### src/rtl/apx_mul_pkg.sv
`timescale 1ns/1ps
package apx_mul_pkg;

    localparam int MUL_OP_W   = 8;
    localparam int MUL_PROD_W = 2 * MUL_OP_W;
    localparam int MUL_GROUP  = 4;

    typedef enum logic [1:0] {
        CELL_EXACT = 2'd0,
        CELL_APX1  = 2'd1,
        CELL_APX2  = 2'd2
    } cell_kind_e;

    typedef struct packed {
        logic cin;
        logic x4;
        logic x3;
        logic x2;
        logic x1;
    } cmp_in_t;

    typedef struct packed {
        logic sum;
        logic carry;
        logic cout;
    } cmp_out_t;

    typedef struct packed {
        logic [MUL_PROD_W-1:0] sv;
        logic [MUL_PROD_W-1:0] cv;
    } rpair_t;

    function automatic cell_kind_e kind_of(input int unsigned v);
        case (v)
            1:       return CELL_APX1;
            2:       return CELL_APX2;
            default: return CELL_EXACT;
        endcase
    endfunction

    function automatic logic apx2_fix(input cmp_in_t i);
        logic t1, t2, t3, t4, t5;
        t1 = i.cin & ~i.x4 & ~i.x3 & (i.x1 ^ i.x2);
        t2 = ~i.x4 & i.x2 & i.x1 & ~(i.cin ^ i.x3);
        t3 = ~i.cin & ~i.x2 & ~i.x1 & (i.x3 ^ i.x4);
        t4 = i.x4 & i.x3 & ~i.x2 & (i.cin ^ i.x1);
        t5 = i.x4 & i.x2 & ((i.cin & ~i.x3 & i.x1) | (~i.cin & i.x3 & ~i.x1));
        return t1 | t2 | t3 | t4 | t5;
    endfunction

    function automatic logic cmp_sum(input cell_kind_e k, input cmp_in_t i);
        if (k == CELL_APX2)
            return (^i) ^ apx2_fix(i);
        return ^i;
    endfunction

endpackage

### src/rtl/apx_cmp42.sv
`timescale 1ns/1ps
module apx_cmp42
    import apx_mul_pkg::*;
#(
    parameter cell_kind_e KIND = CELL_EXACT
) (
    input  cmp_in_t  x,
    output cmp_out_t y
);

    generate
        if (KIND == CELL_EXACT) begin : g_exact
            logic t;
            assign t      = x.x1 ^ x.x2 ^ x.cin;
            assign y.cout = (x.x1 & x.x2) | (x.cin & (x.x1 ^ x.x2));
            assign y.sum  = t ^ x.x3 ^ x.x4;
            assign y.carry = (x.x3 & x.x4) | (t & (x.x3 ^ x.x4));
        end else if (KIND == CELL_APX1) begin : g_apx1
            assign y.cout  = x.x3;
            assign y.carry = x.x4;
            assign y.sum   = ^x;
        end else begin : g_apx2
            assign y.cout  = x.x3;
            assign y.carry = x.x4;
            assign y.sum   = (^x) ^ apx2_fix(x);
        end
    endgenerate

endmodule

### src/rtl/apx_cmp_row.sv
`timescale 1ns/1ps
module apx_cmp_row
    import apx_mul_pkg::*;
#(
    parameter int         W        = 16,
    parameter int         APX_COLS = 0,
    parameter cell_kind_e APX_KIND = CELL_EXACT
) (
    input  logic [W-1:0] x1,
    input  logic [W-1:0] x2,
    input  logic [W-1:0] x3,
    input  logic [W-1:0] x4,
    output logic [W-1:0] s,
    output logic [W-1:0] cv
);

    logic [W-1:0] chain;

    assign chain[0] = 1'b0;
    assign cv[0]    = 1'b0;

    generate
        for (genvar k = 0; k < W; k++) begin : g_col
            localparam cell_kind_e KK = (k < APX_COLS) ? APX_KIND : CELL_EXACT;
            cmp_in_t ci;
            assign ci = '{cin: chain[k], x4: x4[k], x3: x3[k], x2: x2[k], x1: x1[k]};
            if (k == W - 1) begin : g_top
                assign s[k] = cmp_sum(KK, ci);
            end else begin : g_mid
                cmp_out_t co;
                apx_cmp42 #(.KIND(KK)) u_cell (
                    .x (ci),
                    .y (co)
                );
                assign s[k]       = co.sum;
                assign cv[k+1]    = co.carry;
                assign chain[k+1] = co.cout;
            end
        end
    endgenerate

endmodule

### src/rtl/apx_cpa.sv
`timescale 1ns/1ps
module apx_cpa #(
    parameter int W = 16
) (
    input  logic [W-1:0] x,
    input  logic [W-1:0] y,
    output logic [W-1:0] z
);

    logic [W-1:0] cy;

    assign cy[0] = 1'b0;

    generate
        for (genvar k = 0; k < W; k++) begin : g_bit
            assign z[k] = x[k] ^ y[k] ^ cy[k];
            if (k < W - 1) begin : g_carry
                assign cy[k+1] = (x[k] & y[k]) | (cy[k] & (x[k] ^ y[k]));
            end
        end
    endgenerate

endmodule

### src/rtl/apx_mul_top.sv
`timescale 1ns/1ps
module apx_mul_top
    import apx_mul_pkg::*;
#(
    parameter int          OP_W          = MUL_OP_W,
    parameter int unsigned VARIANT       = 0,
    parameter int          APPROX_COLS   = 0,
    parameter bit          APPROX_STAGE2 = 1'b0,
    parameter bit          REG_OUT       = 1'b1
) (
    input  logic                 clk,
    input  logic                 rst,
    input  logic [OP_W-1:0]      a,
    input  logic [OP_W-1:0]      b,
    output logic [2*OP_W-1:0]    p
);

    localparam int         PROD_W   = 2 * OP_W;
    localparam int         N_GRP    = OP_W / MUL_GROUP;
    localparam cell_kind_e APX_KIND = kind_of(VARIANT);
    localparam int         ST2_COLS = APPROX_STAGE2 ? PROD_W : 0;

    generate
        if (OP_W != MUL_OP_W) begin : g_bad_width
            $error("apx_mul_top: operand width must be %0d", MUL_OP_W);
        end
        if (VARIANT > 2) begin : g_bad_variant
            $error("apx_mul_top: VARIANT must be 0, 1 or 2");
        end
        if (APPROX_COLS < 0 || APPROX_COLS > PROD_W) begin : g_bad_cols
            $error("apx_mul_top: APPROX_COLS out of range");
        end
        if (VARIANT == 0 && (APPROX_COLS != 0 || APPROX_STAGE2)) begin : g_bad_mix
            $error("apx_mul_top: exact build cannot request approximate columns");
        end
    endgenerate

    logic [PROD_W-1:0] pp [OP_W];
    rpair_t            st1 [N_GRP];
    rpair_t            st2;
    logic [PROD_W-1:0] prod;

    generate
        for (genvar i = 0; i < OP_W; i++) begin : g_pp
            assign pp[i] = {{OP_W{1'b0}}, a & {OP_W{b[i]}}} << i;
        end

        for (genvar g = 0; g < N_GRP; g++) begin : g_st1
            apx_cmp_row #(
                .W        (PROD_W),
                .APX_COLS (APPROX_COLS),
                .APX_KIND (APX_KIND)
            ) u_row (
                .x1 (pp[MUL_GROUP*g + 0]),
                .x2 (pp[MUL_GROUP*g + 1]),
                .x3 (pp[MUL_GROUP*g + 2]),
                .x4 (pp[MUL_GROUP*g + 3]),
                .s  (st1[g].sv),
                .cv (st1[g].cv)
            );
        end
    endgenerate

    apx_cmp_row #(
        .W        (PROD_W),
        .APX_COLS (ST2_COLS),
        .APX_KIND (APX_KIND)
    ) u_st2 (
        .x1 (st1[0].sv),
        .x2 (st1[0].cv),
        .x3 (st1[1].sv),
        .x4 (st1[1].cv),
        .s  (st2.sv),
        .cv (st2.cv)
    );

    apx_cpa #(.W(PROD_W)) u_cpa (
        .x (st2.sv),
        .y (st2.cv),
        .z (prod)
    );

    generate
        if (REG_OUT) begin : g_reg
            always_ff @(posedge clk) begin
                if (rst)
                    p <= '0;
                else
                    p <= prod;
            end
        end else begin : g_comb
            assign p = prod;
        end
    endgenerate

endmodule

### config.mk
export PLATFORM = sky130hd
export DESIGN_NAME = apx_mul_top
export DESIGN_NICKNAME = d
export VERILOG_FILES = /design/src/rtl/apx_mul_pkg.sv /design/src/rtl/apx_cmp42.sv /design/src/rtl/apx_cmp_row.sv /design/src/rtl/apx_cpa.sv /design/src/rtl/apx_mul_top.sv
export SDC_FILE = /design/constraint.sdc
export NUM_CORES = 1
export LEC_CHECK = 0
export ABC_AREA = 1
export BUFFER_PORTS_ARGS = -buffer_cell sky130_fd_sc_hd__buf_4
export CAP_MARGIN = 20
export CELL_PAD_IN_SITES_DETAIL_PLACEMENT = 0
export CELL_PAD_IN_SITES_GLOBAL_PLACEMENT = 1
export CORE_ASPECT_RATIO = 0.7
export CORE_MARGIN = 3
export CORE_UTILIZATION = 46
export CTS_CLUSTER_DIAMETER = 200
export CTS_CLUSTER_SIZE = 8
export DETAILED_ROUTE_END_ITERATION = 8
export MAX_ROUTING_LAYER = met4
export PLACE_DENSITY = 0.9
export SYNTH_ARGS = -nofsm -noshare
export SYNTH_HDL_FRONTEND = slang
export SYNTH_SLANG_ARGS = --single-unit
### constraint.sdc
create_clock -name clk -period 12.1 [get_ports clk]
set_clock_uncertainty 0.2 [all_clocks]
set_input_delay 0.605 -clock clk [delete_from_list [all_inputs] [get_ports clk]]
set_output_delay 0.605 -clock clk [all_outputs]
set_load 0.03 [all_outputs]
==> out/results.ini <==
[placed_design]
placed_area_mm2 = 0.00238
dp_hpwl_mm = 3.23
place_ws_ns = 3.65
io_buffers = 33
dp_cells = 332
place_congestion = 0.779

[layout]
fin_area_mm2 = 0.00244
multiInputGateArea_mm2 = 0.00143
fin_util_pct = 54.7
drive_above_1_share_pct = 13.5
num_antenna_cells = 0
layoutNonFillerInstCount = 336
largest_reg_flops = 16
register_area_um2 = 320
final_nets = 361
area_delta_synth_final_pct = 12.2
top_regs = p: 16 flops
top_register = p
fill_cells = 431

[yosys]
yosys.area.top_type = fa_1
synth_edf_count = 0
syn_inst = 262
yosysTopAreaCellShare_pct = 43.3
synth_fp_nets = 341
syn_area_per_cell_um2 = 8.29
ys_ff_latch = 16
ys_top_cells_by_count = 84 x inv_1, 66 x nand2_1, 47 x fa_1
synth_cell_types = 10
syn_area_mm2 = 0.00217
ys_warn_count = 0
async_flop_share_pct = 0
ys.flop_type = dfxtp_1
synth.area.top_cells = fa_1 43%, dfxtp_1 15%, inv_1 15%, nand2_1 11%, ha_1 8.1%
post-synth-top-count-cell = inv_1
ys_seq_area_share_pct = 14.7

[setup_path]
critPathLaunchType = input pin
end_kind = flop
critPathCapture = p[14]$_SDFF_PP0_
required_ns = 12.08
crit_arrival_ns = 8.12
critPathKind = in2reg
cp-startpoint = b[0]
cp_max_fo = 8

[sta]
drv_slew = 0
setup_slack_ns = 3.96
post-route-min-period_ns = 8.14
hold_viol = 0
tns_ns = 0
slew_headroom_pct = 89.0
max_slew.worst_pin.slew_ns = 0.165
rsz0062_at_grt = false
max_freq_mhz = 123
setup_viol = 0
holdWs_ns = 0.443
finalCritPeriodShare_pct = 67.3

[routing]
route.vias.total = 1492
ant_nets = 0
wl_mm = 3.47
drtPass1Iterations = 4
wire_per_inst_um = 10.3
drc = 0
viasPerCell = 4.44
drt_iter0_drc = 23

[clock_tree]
cts-resized-gates = 0
path_clk_slew_ns = 0.06
cts_sinks = 16
cts.path.max_buffers = 2
post_cts_buffers = 0
cts_buffers = 3
ctsHoldBuffers = 0
cts-htree-levels = 1
cts-root-buf = clkbuf_8
cts_tree = yes

[grt]
grt_pass1_wl_mm = 6.64
grt_pass1_vias = 1608
grt_max_degree = 17
antenna_found_initial = 0
overflow = 0
grtUsageTotal_pct = 15.4

[flow_run]
cap_violations = 0

[die]
die_area_mm2 = 0.00560
row_count = 20
die_w_um = 88.1
start_util_pct = 48.8
ios = 34
coreArea_mm2 = 0.00445
die_height_um = 63.5

[pwr]
p_per_area_mw_per_mm2 = 137
finalPower_uw = 335
p_leak_nw = 1.54
ir_drop_mv = 0.0535

[outcome]
status = completed

[worst_hold_path]
worstHoldPathType = in2reg

[how the worst min path moves through the flow]
stage | startpoint | endpoint | slack [ns] | cells after the start
floorplan | rst | p[1]$_SDFF_PP0_ | 0.59 | 2
global placement | rst | p[14]$_SDFF_PP0_ | 0.70 | 2
detailed placement | rst | p[14]$_SDFF_PP0_ | 0.70 | 2
CTS | rst | p[14]$_SDFF_PP0_ | 0.44 | 2
global route | rst | p[8]$_SDFF_PP0_ | 0.45 | 2
finish | rst | p[14]$_SDFF_PP0_ | 0.44 | 2
[layout make-up]
class | instances | area share, %
clock buffer | 4 | 2.26
timing repair buffer | 33 | 10.2
multi-input combinational | 144 | 58.7
sequential | 16 | 13.1
inverter | 84 | 12.9
tap | 55 | 2.82
[power breakdown]
part / internal [mW] / total (mW) / leakage [nW] / switching (mW)
clock: 0.0288 / 0.0450 / 0.0288 / 0.0162
sequential: 0.0694 / 0.0730 / 0.133 / 0.00355
combinational: 0.0904 / 0.217 / 1.38 / 0.126
total: 0.189 / 0.335 / 1.54 / 0.146
[cell families (layout without fill, tap and decap cells)]
logic type / after synthesis / count (layout) / share of synthesized area (%)
adders and majority gates: 61 / 61 / 51.4
buffers and inverters: 102 / 121 / 19.4
DFF: 16 / 16 / 14.7
and+or+nand+nor: 83 / 83 / 14.5
[critical path, stage by stage]
cell and delay [ns]:
buf_4 0.15, nand2_1 0.06, inv_1 0.04, ha_1 0.20, fa_1 0.40, fa_1 0.37
inv_1 0.07, fa_1 0.15, inv_1 0.05, fa_1 0.49, fa_1 0.53, fa_1 0.44
fa_1 0.39, fa_1 0.48, inv_1 0.06, fa_1 0.52, inv_1 0.05, fa_1 0.42
fa_1 0.38, fa_1 0.38, fa_1 0.39, fa_1 0.38, fa_1 0.36, inv_1 0.07
fa_1 0.17, fa_1 0.40, nor2_1 0.10
[cell usage in the layout, fill, tap and decap left out, drive strengths merged]
| cell | n |
|---|---|
| clkbuf | 4 |
| buf | 33 |
| nand2 | 66 |
| nor2 | 17 |
| inv | 84 |
| ha | 14 |
| fa | 47 |
| dfxtp | 16 |
[layer usage]
layer	routed length (um)	up-vias	track usage [%]
met2	1690	31	26.3
met1	1530	718	18.4
met4	42	0	2.26
met5	0	-	-
li1	-	737	-
met3	213	6	4.44
Power figures use the tool's default switching activity.
